<file path="src/rtl/dbg2w_pkg.sv">
package dbg2w_pkg;

    typedef enum logic {
        ST_IDLE = 1'b0,
        ST_XFER = 1'b1
    } link_st_e;

    typedef enum logic {
        DIR_WR = 1'b0,
        DIR_RD = 1'b1
    } xfer_dir_e;

    // Synchronized view of one external line
    typedef struct packed {
        logic lvl;
        logic rise;
        logic fall;
    } line_ev_t;

    localparam int LINE_DAT  = 0;
    localparam int LINE_CLK  = 1;
    localparam int NUM_LINES = 2;

    function automatic line_ev_t mk_ev(input logic cur, input logic prev);
        line_ev_t e;
        e.lvl  = cur;
        e.rise = cur & ~prev;
        e.fall = ~cur & prev;
        return e;
    endfunction

    // Falling data while the clock was already high on the previous sample
    function automatic logic is_start(input line_ev_t c, input line_ev_t d);
        return c.lvl && !c.rise && d.fall;
    endfunction

endpackage

</file>
<file path="src/rtl/dbg2w_line_sync.sv">
module dbg2w_line_sync
    import dbg2w_pkg::*;
#(
    parameter int   STAGES   = 2,
    parameter logic IDLE_LVL = 1'b1
) (
    input  logic     clk,
    input  logic     rst,
    input  logic     raw,
    output line_ev_t ev
);

    logic [STAGES-1:0] chain;
    logic              prev;

    always_ff @(posedge clk) begin
        if (rst) begin
            chain <= {STAGES{IDLE_LVL}};
            prev  <= IDLE_LVL;
        end else begin
            chain <= {chain[STAGES-2:0], raw};
            prev  <= chain[STAGES-1];
        end
    end

    assign ev = mk_ev(chain[STAGES-1], prev);

endmodule

</file>
<file path="src/rtl/dbg2w_frame_ctrl.sv">
module dbg2w_frame_ctrl
    import dbg2w_pkg::*;
#(
    parameter int DATA_W = 8,
    parameter int CNT_W  = $clog2(DATA_W + 1)
) (
    input  logic             clk,
    input  logic             rst,
    input  line_ev_t         clk_ev,
    input  line_ev_t         dat_ev,
    input  logic             next_is_read,
    output link_st_e         state,
    output xfer_dir_e        dir,
    output logic [CNT_W-1:0] bit_cnt,
    output logic             start_det,
    output logic             sample_en,
    output logic             byte_done,
    output logic             tx_load,
    output logic             drive_en,
    output logic             drive_off
);

    localparam logic [CNT_W-1:0] LAST_BIT = CNT_W'(DATA_W - 1);
    localparam logic [CNT_W-1:0] NINTH    = CNT_W'(DATA_W);

    logic active;
    logic data_cyc;

    always_comb begin
        start_det = is_start(clk_ev, dat_ev);
        active    = (state == ST_XFER) && !start_det;
        data_cyc  = (bit_cnt != NINTH);
        sample_en = active && clk_ev.rise && data_cyc && (dir == DIR_WR);
        byte_done = sample_en && (bit_cnt == LAST_BIT);
        tx_load   = active && clk_ev.rise && !data_cyc && next_is_read;
        drive_en  = active && clk_ev.fall && data_cyc && (dir == DIR_RD);
        drive_off = start_det || (clk_ev.fall && !drive_en);
    end

    always_ff @(posedge clk) begin
        if (rst) begin
            state   <= ST_IDLE;
            dir     <= DIR_WR;
            bit_cnt <= '0;
        end else if (start_det) begin
            state   <= ST_XFER;
            dir     <= DIR_WR;
            bit_cnt <= '0;
        end else if (active && clk_ev.rise) begin
            if (data_cyc) begin
                bit_cnt <= bit_cnt + 1'b1;
            end else begin
                bit_cnt <= '0;
                dir     <= next_is_read ? DIR_RD : DIR_WR;
            end
        end
    end

endmodule

</file>
<file path="src/rtl/dbg2w_shifter.sv">
module dbg2w_shifter #(
    parameter int DATA_W = 8
) (
    input  logic              clk,
    input  logic              rst,
    input  logic              dat_lvl,
    input  logic              sample_en,
    input  logic              byte_done,
    input  logic              tx_load,
    input  logic              drive_en,
    input  logic              drive_off,
    input  logic [DATA_W-1:0] tx_byte,
    output logic [DATA_W-1:0] rx_byte,
    output logic              rx_valid,
    output logic              dat_o,
    output logic              dat_oe
);

    logic [DATA_W-2:0] rx_sh;
    logic [DATA_W-1:0] tx_sh;
    logic [DATA_W-1:0] rx_next;

    assign rx_next = {rx_sh, dat_lvl};

    always_ff @(posedge clk) begin
        if (rst) begin
            rx_sh    <= '0;
            tx_sh    <= '0;
            rx_byte  <= '0;
            rx_valid <= 1'b0;
            dat_o    <= 1'b1;
            dat_oe   <= 1'b0;
        end else begin
            rx_valid <= 1'b0;
            if (sample_en) begin
                rx_sh <= rx_next[DATA_W-2:0];
            end
            if (byte_done) begin
                rx_byte  <= rx_next;
                rx_valid <= 1'b1;
            end
            if (tx_load) begin
                tx_sh <= tx_byte;
            end
            if (drive_en) begin
                dat_o  <= tx_sh[DATA_W-1];
                tx_sh  <= {tx_sh[DATA_W-2:0], 1'b0};
                dat_oe <= 1'b1;
            end else if (drive_off) begin
                dat_oe <= 1'b0;
            end
        end
    end

endmodule

</file>
<file path="src/rtl/dbg2w_slave.sv">
module dbg2w_slave
    import dbg2w_pkg::*;
#(
    parameter int DATA_W      = 8,
    parameter int SYNC_STAGES = 2
) (
    input  logic              clk,
    input  logic              rst,
    input  logic              dbg_clk_i,
    input  logic              dbg_dat_i,
    input  logic              next_is_read,
    input  logic [DATA_W-1:0] tx_byte,
    output logic              dbg_dat_o,
    output logic              dbg_dat_oe,
    output logic [DATA_W-1:0] rx_byte,
    output logic              rx_valid
);

    localparam int CNT_W = $clog2(DATA_W + 1);

    logic [NUM_LINES-1:0] raw_lines;
    line_ev_t             ev [NUM_LINES];

    assign raw_lines[LINE_CLK] = dbg_clk_i;
    assign raw_lines[LINE_DAT] = dbg_dat_i;

    for (genvar g = 0; g < NUM_LINES; g++) begin : g_sync
        dbg2w_line_sync #(
            .STAGES   (SYNC_STAGES),
            .IDLE_LVL (1'b1)
        ) u_sync (
            .clk (clk),
            .rst (rst),
            .raw (raw_lines[g]),
            .ev  (ev[g])
        );
    end

    link_st_e         state;
    xfer_dir_e        dir;
    logic [CNT_W-1:0] bit_cnt;
    logic             start_det;
    logic             sample_en;
    logic             byte_done;
    logic             tx_load;
    logic             drive_en;
    logic             drive_off;

    // Observation points for the bound checker
    logic scl_hi;
    logic scl_rise;
    logic sda_rise;
    logic dir_rd;

    assign scl_hi   = ev[LINE_CLK].lvl;
    assign scl_rise = ev[LINE_CLK].rise;
    assign sda_rise = ev[LINE_DAT].rise;
    assign dir_rd   = (dir == DIR_RD);

    dbg2w_frame_ctrl #(
        .DATA_W (DATA_W),
        .CNT_W  (CNT_W)
    ) u_frame (
        .clk          (clk),
        .rst          (rst),
        .clk_ev       (ev[LINE_CLK]),
        .dat_ev       (ev[LINE_DAT]),
        .next_is_read (next_is_read),
        .state        (state),
        .dir          (dir),
        .bit_cnt      (bit_cnt),
        .start_det    (start_det),
        .sample_en    (sample_en),
        .byte_done    (byte_done),
        .tx_load      (tx_load),
        .drive_en     (drive_en),
        .drive_off    (drive_off)
    );

    dbg2w_shifter #(
        .DATA_W (DATA_W)
    ) u_shift (
        .clk       (clk),
        .rst       (rst),
        .dat_lvl   (ev[LINE_DAT].lvl),
        .sample_en (sample_en),
        .byte_done (byte_done),
        .tx_load   (tx_load),
        .drive_en  (drive_en),
        .drive_off (drive_off),
        .tx_byte   (tx_byte),
        .rx_byte   (rx_byte),
        .rx_valid  (rx_valid),
        .dat_o     (dbg_dat_o),
        .dat_oe    (dbg_dat_oe)
    );

endmodule

</file>
<file path="config.mk">
export PLATFORM = sky130hd
export DESIGN_NAME = dbg2w_slave
export DESIGN_NICKNAME = d
export VERILOG_FILES = /design/src/rtl/dbg2w_pkg.sv /design/src/rtl/dbg2w_line_sync.sv /design/src/rtl/dbg2w_frame_ctrl.sv /design/src/rtl/dbg2w_shifter.sv /design/src/rtl/dbg2w_slave.sv
export SDC_FILE = /design/constraint.sdc
export NUM_CORES = 1
export LEC_CHECK = 0
export BUFFER_PORTS_ARGS = -buffer_cell sky130_fd_sc_hd__buf_4
export CORE_ASPECT_RATIO = 1.1
export CORE_MARGIN = 5
export CORE_UTILIZATION = 41
export CTS_BUF_LIST = sky130_fd_sc_hd__clkbuf_4 sky130_fd_sc_hd__clkbuf_8 sky130_fd_sc_hd__clkbuf_16
export DETAILED_ROUTE_END_ITERATION = 10
export HOLD_SLACK_MARGIN = 0.03
export MAX_ROUTING_LAYER = met4
export PLACE_DENSITY_LB_ADDON = 0.2
export REMOVE_ABC_BUFFERS = 1
export SLEW_MARGIN = 0
export SYNTH_ARGS = -nofsm -noshare
export SYNTH_HDL_FRONTEND = slang
export SYNTH_SLANG_ARGS = --single-unit
export TNS_END_PERCENT = 1
</file>
<file path="constraint.sdc">
create_clock -name clk -period 5.4 [get_ports clk]
set_input_delay 1.08 -clock clk [delete_from_list [all_inputs] [get_ports clk]]
set_output_delay 1.08 -clock clk [all_outputs]
set_load 0.03 [all_outputs]
</file>
* Word level (Yosys, flattened, before mapping)
Cells that the tools add are included.
** Storage, ports and cells
- Flip-flop bits (word level) :: 38
- Input bits :: 13
- Output and inout bits :: 11
- Word-level logic and storage cells :: 55
** Operators by class
- Add/subtract/negate cells :: 1
- Eq/ne operators :: 2
- Mux-type cells :: 7
- Bitwise gates (word level) :: 8
- Reduce and logical (&&, ||, !) cells :: 23
** Operators with widths (number)
- 2-to-1 mux 8 bit :: 2
- logical AND 1 bit :: 13
- inverter 1 bit :: 5
- adder 4 x 1 -> 4 bit, second input constant :: 1
- equality test 4 x 3 -> 1 bit, second input constant :: 1
- zero test 1 bit :: 4
- 2-to-1 mux 1 bit :: 4
- 2-to-1 mux 4 bit :: 1
- inequality test 4 bit, second input constant :: 1
- nonzero test 2 bit :: 2
- OR reduction 2 bit :: 2
- bitwise AND 1 bit :: 3
- AND reduction 2 bit :: 1
- logical OR 1 bit :: 1

* Longest topological paths before layout
Gate-level depths: netlist (run 1).
- Word-level depth :: 15
- Depth in mapped cells :: 8

* Hierarchy
A second synthesis (run 1) with hierarchy kept.
** Second synthesis, totals
- Cells, all modules :: 155
- Area total of the unflattened synthesis :: 1534.0 um^2
** Modules (own cells, without submodules)
- dbg2w_shifter :: instances 1, cells each 92, area each 988.4 um^2, seq. area each 520.5 um^2
- dbg2w_frame_ctrl :: instances 1, cells each 45, area each 345.3 um^2, seq. area each 120.1 um^2
- dbg2w_line_sync :: instances 2, cells each 9, area each 100.1 um^2, seq. area each 60.1 um^2

* Worst setup path after synthesis (run 1)
No wires, ideal clock.
- Path type :: register to register
- Start :: register u_frame.bit_cnt[0]
- End :: register u_shift.tx_sh[6]
- Library setup time :: 134 ps
- Arrival time :: 1725 ps
- Required time :: 5266 ps
- Setup slack :: 3540 ps
- Stages on the path, launching flop included :: 9
- Cell sequence :: dfxtp_1 inv_1 ha_1 and3b_2 or4b_4 buf_6 buf_12 nor2_1 a211oi_2
** On the way
- Word-level cells in the longest chain between the ends :: 5
** RTL lines
- from (decl) :: RTL line dbg2w_frame_ctrl.sv:14 : output logic [CNT_W-1:0] bit_cnt,
- from (signal assigned) :: RTL line dbg2w_frame_ctrl.sv:51 : bit_cnt <= bit_cnt + 1'b1;
- inequality test 4 bit (*) :: RTL line dbg2w_frame_ctrl.sv:32 : data_cyc = (bit_cnt != NINTH);
- zero test 1 bit :: RTL line dbg2w_frame_ctrl.sv:35 : tx_load = active && clk_ev.rise && !data_cyc && next_is_read;
- logical AND 1 bit (2 in series) :: RTL line dbg2w_frame_ctrl.sv:35
- nonzero test 2 bit (no line)
- to (signal assigned) :: RTL line dbg2w_shifter.sv:43 : tx_sh <= tx_byte;
- to (signal assigned) :: RTL line dbg2w_shifter.sv:47 : tx_sh <= {tx_sh[DATA_W-2:0], 1'b0};
- to (decl) :: RTL line dbg2w_shifter.sv:20 : logic [DATA_W-1:0] tx_sh;
Every way passes the cells marked *; elsewhere a longest branch is shown, timed or not.
A chain may end at the register's enable or synchronous reset.

* Final worst setup path (run 1)
- Start :: register u_frame.bit_cnt[0]
- End :: register u_shift.rx_sh[6]
** On the way
- Word-level cells in the longest chain between the ends :: 3
** RTL lines
- inequality test 4 bit :: RTL line dbg2w_frame_ctrl.sv:32
- logical AND 1 bit (2 in series) :: RTL line dbg2w_frame_ctrl.sv:33 : sample_en = active && clk_ev.rise && data_cyc && (dir == DIR_WR);
- to (signal assigned) :: RTL line dbg2w_shifter.sv:36 : rx_sh <= rx_next[DATA_W-2:0];
- to (decl) :: RTL line dbg2w_shifter.sv:19 : logic [DATA_W-2:0] rx_sh;
Every way passes these cells.

==> out/metrics.csv, run 1 <==
stage;metric;value;unit
outcome;status;completed;
floorplan;die_x;67.9;microns
timing;fin_tns_setup;0;ns
drt;drt_iter0_markers;19;
logic_synthesis;yosysWarnings;0;
placement;io_buffers;23;
pwr;power.total;0.497;mW
clock_network;htreeDepth;2;
worst_setup_path;critPathMaxFanout;7;
worst_setup_path;worst-setup-path-type;reg2reg;
global_route;grt_pass1_vias;1038;
floorplan;die_y;73.7;microns
drt;route.detailed.drc;0;
clock_network;cts_tree;built;
placement;globalplace.congestion;0.703;
finish;post-route-cell-area;1770;sq um
worst_setup_path;crit_start;u_frame.bit_cnt[0]$_SDFFE_PP0N_;
finish;layout.nets;183;
finish;drive_above_1_share;27.2;%
logic_synthesis;netlist_instances;148;
drt;ant_nets;0;
pwr;peakVddDrop;0.150;mV
clock_network;cts_hold_buf;0;
timing;finalHoldViolations;0;
clock_network;clock_latency;0.28;ns
logic_synthesis;synthArstFlopShare;0;%
clock_network;cts_buffers;5;
floorplan;start_util;42.0;%
hold_path;hp-start;g_sync[1].u_sync.chain[0]$_SDFF_PP1_;
timing;finalCritPeriodShare;41.4;%
pwr;p_leak;0.828;nW
worst_setup_path;r2r_cells;6;
worst_setup_path;cp.required;5.56;ns
worst_setup_path;worstPathArrival;2.39;ns
logic_synthesis;synth_top_area_share;50.4;%
logic_synthesis;ys_seq_elements;38;
clock_network;postCtsSetupRepairBufs;0;
logic_synthesis;netlist_area;1510;sq um
timing;grt_setup_unrepaired;no;
worst_setup_path;reg2reg_to;u_shift.rx_sh[6]$_SDFFE_PP0P_;
clock_network;clk_pin_slew;0.07;ns
worst_setup_path;timing.rr.start;u_frame.bit_cnt[0]$_SDFFE_PP0N_;
logic_synthesis;ys.flop_type;dfxtp_1;
timing;fmax;447;MHz
timing;slew_violations;0;
drt;firstDrtPassIters;4;
global_route;track_usage;12.0;%
finish;antennaDiodeCount;0;
timing;slew_headroom;22.2;%
floorplan;num_rows;23;
global_route;grt_max_degree;36;
placement;hpwl;1780;microns
finish;fillerInstances;362;
clock_network;clock-sinks;38;
global_route;grt_overflow;0;
finish;layout.cells.non_filler;219;
floorplan;coreArea;3600;sq um
floorplan;die_area;5000;sq um
timing;period_minus_slack;2.23;ns
drt;wl;2450;microns
drt;routed_via_density;4.67;
global_route;antenna_found_initial;0;
run;cap_violations;0;
finish;fin_util;49.3;%
global_route;grt_pass1_wl;4410;microns
drt;wl_per_cell;11.2;microns
logic_synthesis;yosysSeqAreaShare;50.4;%
logic_synthesis;postSynthAreaPerCell;10.2;sq um
placement;place_area;1680;sq um
clock_network;cts_resized;0;
clock_network;cts_root_buf;clkbuf_8;
worst_setup_path;regToRegSetupSlack;3.17;ns
timing;setup_viol;0;
hold_path;hold_path_depth;1;
logic_synthesis;synth_edf_count;0;
finish;syn_to_final_growth;17.5;%
logic_synthesis;synth.area.top_cells;dfxtp_1 50%, mux2i_1 15%, nor2_1 8.0%, a211oi_2 5.8%, or2_2 2.5%;
logic_synthesis;ys_types;27;
placement;placed_cells;211;
logic_synthesis;yosysTopAreaCell;dfxtp_1;
hold_path;whs_endpoint;g_sync[1].u_sync.chain[1]$_SDFF_PP1_;
worst_setup_path;critPathLaunchType;flop;
timing;worstMarginPinSlew;1.16;ns
worst_setup_path;cp-end-kind;flop;
floorplan;ios;24;
pwr;powerDensity;280;nW/um^2
timing;skew;0.00369;ns
clock_network;clock_path_buffers;2;
hold_path;hp-class;reg2reg;
drt;vias;1023;
-- where the power goes --
part	internal, mW	switching [mW]	leakage [nW]
Combinational	0.00812	0.00711	0.469
Sequential	0.282	0.00142	0.307
Clock	0.108	0.0896	0.0517
-- registers in the layout, summed over array words and instances (netlist names), 2 cells and up --
signal and count:
g_sync.u_sync.chain 4, g_sync.u_sync.prev 2, u_shift.rx_sh 7, u_shift.rx_byte 8, u_frame.bit_cnt 4, u_shift.tx_sh 8
-- worst max-delay path, stage by stage, from the launching register on --
cell and delay (ns):
dfxtp_1 0.39, inv_1 0.06, ha_1 0.18, and3b_2 0.22, nor3b_1 0.93, mux2i_1 0.28
nor2_1 0.05
-- area by class of cell --
type,count,area (sq um),share of cell area (%)
Inverter,5,18.8,1.06
Clock inverter,1,5.00,0.282
Sequential cell,38,761,42.9
Clock buffer,7,90.1,5.08
Timing Repair Buffer,23,173,9.73
Tap cell,50,62.6,3.53
Multi-Input combinational cell,95,664,37.4
-- metal layers --
layer  global-route usage (%)  vias to the layer above  routed length (microns)
met4                     4.64                        0                       29
met5                        -                        -                        0
met2                     19.0                       14                     1260
met1                     13.6                      472                     1070
li1                         -                      532                        -
met3                     4.59                        5                       98
-- cell usage in the layout, fill, tap and decap left out, types with 5 or more instances in the layout --
master / count
nand2_1: 6
or2_2: 6
mux2i_1: 23
clkbuf_8: 6
inv_1: 5
dfxtp_1: 38
a211oi_2: 7
buf_4: 23
nor2_1: 32
-- cells in the mapped netlist (all sizes together), types with 4 or more instances --
cell	instances
mux2i	23
nand2	6
inv	5
dfxtp	38
nor2	32
or2	6
a211oi	7
buf	6
clkbuf	4
-- cells by family (layout without fill, tap and decap cells) --
family | after synthesis | in the layout | share of synthesized area (%)
simple gates | 55 | 55 | 17.5
fa+ha+maj | 2 | 2 | 1.66
mux | 23 | 23 | 15.2
buf+inv | 15 | 36 | 5.63
flops | 38 | 38 | 50.4
xor+xnor | 3 | 3 | 1.74
compound gates | 12 | 12 | 7.87
-- worst max path at each step --
stage,to,cells past startpoint
after floorplan,u_shift.rx_sh[0]$_SDFFE_PP0P_,6
after global placement,u_shift.rx_sh[3]$_SDFFE_PP0P_,6
after detailed placement,u_shift.rx_sh[6]$_SDFFE_PP0P_,6
after CTS,u_shift.rx_sh[6]$_SDFFE_PP0P_,6
after global routing,u_shift.rx_sh[6]$_SDFFE_PP0P_,6
final,u_shift.rx_sh[6]$_SDFFE_PP0P_,6
-- metrics by stage --
stage	setup WS, ns	hold slack (ns)
2_1_floorplan	3.37	0.389
6_report	3.17	0.409
3_3_place_gp	3.20	0.392
4_1_cts	3.12	0.410
5_1_grt	2.96	0.424
3_5_place_dp	3.14	0.393
Note: power is estimated with default switching activity, not from simulation.
==> inputs of run 2 (changes only) <==
Clock period 5.4 ns to 1.9 ns, I/O delays scaled along.
==> run 2 against run 1 <==
Sequential share of layout area fell by 1.1 points; wire length is 2.3% higher; largest cell class unchanged; critical endpoint is now u_shift.tx_sh[1]$_SDFFE_PP0P_; clock power grew to 2.9 times the previous value.
==> out/metrics.csv, run 2 (synthesis results as in run 1) <==
stage;metric;value;unit
outcome;status;completed;
timing;grt_setup_unrepaired;no;
finish;top_regs;u_shift.rx_byte x8, u_shift.tx_sh x8, u_shift.rx_sh x7;
timing;setup_slack;0.0911;ns
worst_setup_path;path_delay_family;simple AND/OR/NAND/NOR gates;
clock_network;cts_tree;built;
timing;setup_viol;0;
worst_setup_path;worstPathArrival;1.96;ns
worst_setup_path;crit_path_max_incr_delay;0.54;ns
timing;skew;0.00240;ns
drt;wl_per_cell;11.2;microns
clock_network;htreeDepth;2;
finish;fillerInstances;345;
floorplan;start_util;42.0;%
finish;layout.nets;188;
global_route;grt_pass1_wl;4020;microns
timing;finalHoldViolations;0;
floorplan;num_rows;23;
finish;final_common_cell;dfxtp_1;
placement;place_ws;0.0244;ns
worst_setup_path;worst-setup-path-type;reg2reg;
run;cap_violations;0;
pwr;powerDensity;775;nW/um^2
finish;antennaDiodeCount;0;
drt;drt_iter0_markers;45;
placement;globalplace.congestion;0.790;
clock_network;clock-sinks;38;
pwr;peakVddDrop;0.419;mV
drt;ant_nets;0;
worst_setup_path;critPathMaxFanout;13;
timing;slew_headroom;74.6;%
clock_network;cts_buffers;5;
worst_setup_path;critPathLaunchType;flop;
floorplan;die_area;5000;sq um
finish;fin_util;50.7;%
floorplan;die_x;67.9;microns
drt;wl;2510;microns
hold_path;hp-class;in2reg;
clock_network;clock_latency;0.28;ns
drt;vias;1045;
clock_network;clk_pin_slew;0.07;ns
worst_setup_path;cp-end-kind;flop;
clock_network;cts_hold_buf;0;
finish;syn_to_final_growth;20.9;%
placement;io_buffers;23;
pwr;p_leak;0.858;nW
global_route;grt_overflow;0;
worst_setup_path;cp.required;2.06;ns
worst_setup_path;cp_slowest_cell;or4b_4;
drt;route.detailed.drc;0;
floorplan;die_y;73.7;microns
global_route;track_usage;11.3;%
global_route;grt_max_degree;36;
timing;finalCritPeriodShare;95.2;%
global_route;grt_pass1_vias;934;
worst_setup_path;worst-path-buf-inv;2;
global_route;antenna_found_initial;0;
drt;routed_via_density;4.67;
clock_network;clock_path_buffers;2;
placement;hpwl;1760;microns
timing;worstMarginPinSlew;0.381;ns
timing;slew_violations;0;
drt;firstDrtPassIters;4;
finish;layout_common_cells;37 x dfxtp_1, 32 x nor2_1, 27 x buf_4, 23 x mux2i_1, 7 x a211oi_2;
timing;fmax;553;MHz
clock_network;cts_root_buf;clkbuf_8;
worst_setup_path;path_cells;inv_1, ha_1, and3b_2, or4b_4, buf_12, nor2_1, a211oi_2;
clock_network;postCtsSetupRepairBufs;0;
floorplan;ios;24;
finish;drive_above_1_share;29.9;%
floorplan;coreArea;3600;sq um
timing;period_minus_slack;1.81;ns
[run 2: changes by cell type in the layout (fill, tap and decap cells not counted)]
cell     before  now
dfxtp_2       0    1
dfxtp_1      38   37
buf_12        0    1
buf_4        23   27
[run 2: worst reg2reg max path: stages, from the launching register on]
cell and delay, ns:
dfxtp_1 0.34, inv_1 0.05, ha_1 0.17, and3b_2 0.21
or4b_4 0.54, buf_12 0.18, nor2_1 0.13, a211oi_2 0.06
[run 2: power breakdown]
group / switching, mW / leakage (nW) / total [mW] / internal [mW]
clock network: 0.258 / 0.0517 / 0.565 / 0.307
logic: 0.0206 / 0.499 / 0.0439 / 0.0233
registers: 0.00375 / 0.308 / 0.806 / 0.803
[run 2: routing by layer]
layer	GRT usage, %	share of wire [%]
met5	-	0
met1	12.8	46
met4	5.30	0.84
met3	5.05	4.8
met2	16.8	48
[run 2: cell type report]
type                       instances  area, sq um  area share, %
inverter                           5         18.8           1.03
sequential                        38          762           41.7
clock inverter                     1         5.00          0.274
multi-input combinational         95          664           36.4
clock buffer                       7         90.1           4.93
tap                               50         62.6           3.43
timing repair buffer              28          223           12.2
[run 2: path summary, 6_finish.rpt]
check,from,endpoint,slack [ns],cells past startpoint
max,u_frame.bit_cnt[0]$_SDFFE_PP0N_,u_shift.tx_sh[1]$_SDFFE_PP0P_,0.09,7
min,dbg_clk_i,g_sync[1].u_sync.chain[0]$_SDFF_PP1_,0.28,2
max reg2reg,u_frame.bit_cnt[0]$_SDFFE_PP0N_,u_shift.tx_sh[1]$_SDFFE_PP0P_,0.09,7
min reg2reg,g_sync[0].u_sync.chain[0]$_SDFF_PP1_,g_sync[0].u_sync.chain[1]$_SDFF_PP1_,0.41,1
[run 2: per-stage QoR]
step | cells | cell area (sq um) | TNS, ns | hold slack [ns] | total power [mW]
6_report | 224 | 1830 | 0 | 0.279 | 1.42
2_1_floorplan | 138 | 1440 | -0.896 | 0.389 | 0.836
4_1_cts | 224 | 1820 | 0 | 0.262 | 1.45
5_1_grt | 224 | 1830 | 0 | 0.266 | 1.48
3_3_place_gp | 216 | 1730 | 0 | 0.391 | 0.867
3_5_place_dp | 216 | 1730 | 0 | 0.398 | 0.869
[run 2: what timing repair did]
item	4_1_cts	5_1_grt
hold endpoints to repair	0	0
gates resized for setup	0	1
endpoints found under the setup margin	0	5
==> inputs of run 3 (changes only) <==
Settings changed: PLACE_DENSITY_LB_ADDON 0.2 to unset.
==> run 3 against run 2 <==
Flip-flop and latch count stayed put; non-clock buffer count up 1; critical path depth unchanged; final cell count grew 0.45%; power increased by 19%; hold slack worse by 0.0057 ns; worst setup slack lost 0.066 ns; highest routed layer unchanged.
==> out/metrics.csv, run 3 (synthesis results as in run 1) <==
stage;metric;value;unit
floorplan;die_x;67.9;microns
placement;placed_cells;217;
finish;antennaDiodeCount;0;
pwr;peakVddDrop;0.516;mV
pwr;intPower;1.39;mW
clock_network;cts_root_buf;clkbuf_8;
placement;hpwl;1850;microns
clock_network;clk_pin_slew;0.07;ns
drt;wl_per_cell;11.8;microns
clock_network;cts_tree;built;
worst_setup_path;cp-end-kind;flop;
finish;post-route-cell-area;1880;sq um
timing;skew;0.00515;ns
finish;fin_util;52.3;%
pwr;p_clk_share;49.7;%
run;cap_violations;0;
clock_network;postCtsSetupRepairBufs;0;
floorplan;coreArea;3600;sq um
placement;globalplace.congestion;0.769;
global_route;grt_pass1_wl;4420;microns
timing;slew_violations;0;
finish;final_common_cell;dfxtp_1;
pwr;powerDensity;897;nW/um^2
timing;setup_slack;0.0248;ns
timing;fin_tns_setup;0;ns
global_route;antenna_found_initial;0;
timing;fmax;533;MHz
finish;syn_to_final_growth;24.7;%
outcome;status;completed;
floorplan;ios;24;
placement;place_ws;0.0464;ns
hold_path;hp-class;in2reg;
drt;routed_via_density;4.71;
floorplan;die_area;5000;sq um
worst_setup_path;critPathLaunchType;flop;
clock_network;clock-sinks;38;
pwr;power.total;1.69;mW
drt;vias;1060;
drt;wl;2660;microns
finish;layout.nets;189;
drt;route.detailed.drc;0;
timing;grt_setup_unrepaired;yes;
floorplan;num_rows;23;
global_route;track_usage;12.1;%
floorplan;die_y;73.7;microns
clock_network;clock_latency;0.28;ns
floorplan;start_util;42.0;%
finish;top_regs;u_shift.rx_byte x8, u_shift.tx_sh x8, u_shift.rx_sh x7;
hold_path;hold_path_depth;2;
worst_setup_path;worstPathArrival;2.04;ns
worst_setup_path;r2r_cells;7;
worst_setup_path;worst-setup-path-type;reg2reg;
clock_network;cts_hold_buf;0;
global_route;grt_pass1_vias;1041;
placement;place_area;1740;sq um
finish;layout_common_cells;37 x dfxtp_1, 31 x nor2_1, 28 x buf_4, 23 x mux2i_1, 7 x a211oi_2;
pwr;p_sw;0.303;mW
drt;firstDrtPassIters;4;
worst_setup_path;cp.required;2.06;ns
clock_network;htreeDepth;2;
pwr;p_leak;0.883;nW
timing;finalCritPeriodShare;98.7;%
placement;io_buffers;23;
pwr;seq_power_share;47.7;%
pwr;share_comb_of_total_power;2.6;%
clock_network;clock_path_buffers;2;
worst_setup_path;critPathMaxFanout;16;
global_route;grt_overflow;0;
timing;worstMarginPinSlew;0.370;ns
pwr;swShare;17.9;%
finish;layout.cells.non_filler;225;
timing;period_minus_slack;1.88;ns
timing;hold_slack;0.274;ns
timing;setup_viol;0;
finish;drive_above_1_share;30.9;%
clock_network;cts_buffers;5;
global_route;grt_max_degree;36;
drt;ant_nets;0;
timing;slew_headroom;75.4;%
drt;drt_iter0_markers;33;
clock_network;cts_resized;0;
timing;finalHoldViolations;0;
==> run 3: power groups by stage <==
stage          registers [mW]  logic (mW)  clock network (mW)
3_3_place_gp            0.824      0.0435                   0
5_1_grt                 0.807      0.0485               0.892
2_1_floorplan           0.824      0.0122                   0
6_report                0.806      0.0436               0.839
4_1_cts                 0.806      0.0445               0.861
3_5_place_dp            0.825      0.0444                   0
==> run 3: metal layers <==
layer  GRT usage [%]  up-vias  share of wire (%)  routed length [microns]
met5               -        -                  0                        0
met4            5.30        0                1.1                       30
met3            3.67        4                4.2                      113
met2            21.0       15                 52                     1390
met1            12.4      497                 42                     1120
li1                -      544                  -                        -
==> run 3: path summary, 6_finish.rpt <==
path                                                              to                                  from  slack, ns
worst min-delay path            g_sync[0].u_sync.chain[0]$_SDFF_PP1_                             dbg_dat_i       0.27
worst min register to register  g_sync[1].u_sync.chain[1]$_SDFF_PP1_  g_sync[1].u_sync.chain[0]$_SDFF_PP1_       0.41
worst max-delay path                   u_shift.tx_sh[7]$_SDFFE_PP0P_       u_frame.bit_cnt[0]$_SDFFE_PP0N_       0.02
worst max register to register         u_shift.tx_sh[7]$_SDFFE_PP0P_       u_frame.bit_cnt[0]$_SDFFE_PP0N_       0.02
==> run 3: critical path, stage by stage (launching register included) <==
cell and delay [ns]:
dfxtp_1 0.35, inv_1 0.06, ha_1 0.19, and3b_2 0.22, or4b_4 0.56, buf_12 0.18
nor2_1 0.13, a211oi_2 0.06
==> run 3: final cells by class <==
| class | count | area [sq um] |
|---|---|---|
| multi-input combinational | 95 | 667 |
| clock inverter | 2 | 60.1 |
| sequential | 38 | 762 |
| fill | 353 | 1710 |
| inverter | 5 | 18.8 |
| clock buffer | 6 | 82.6 |
| timing repair buffer | 29 | 230 |
| tap | 50 | 62.6 |
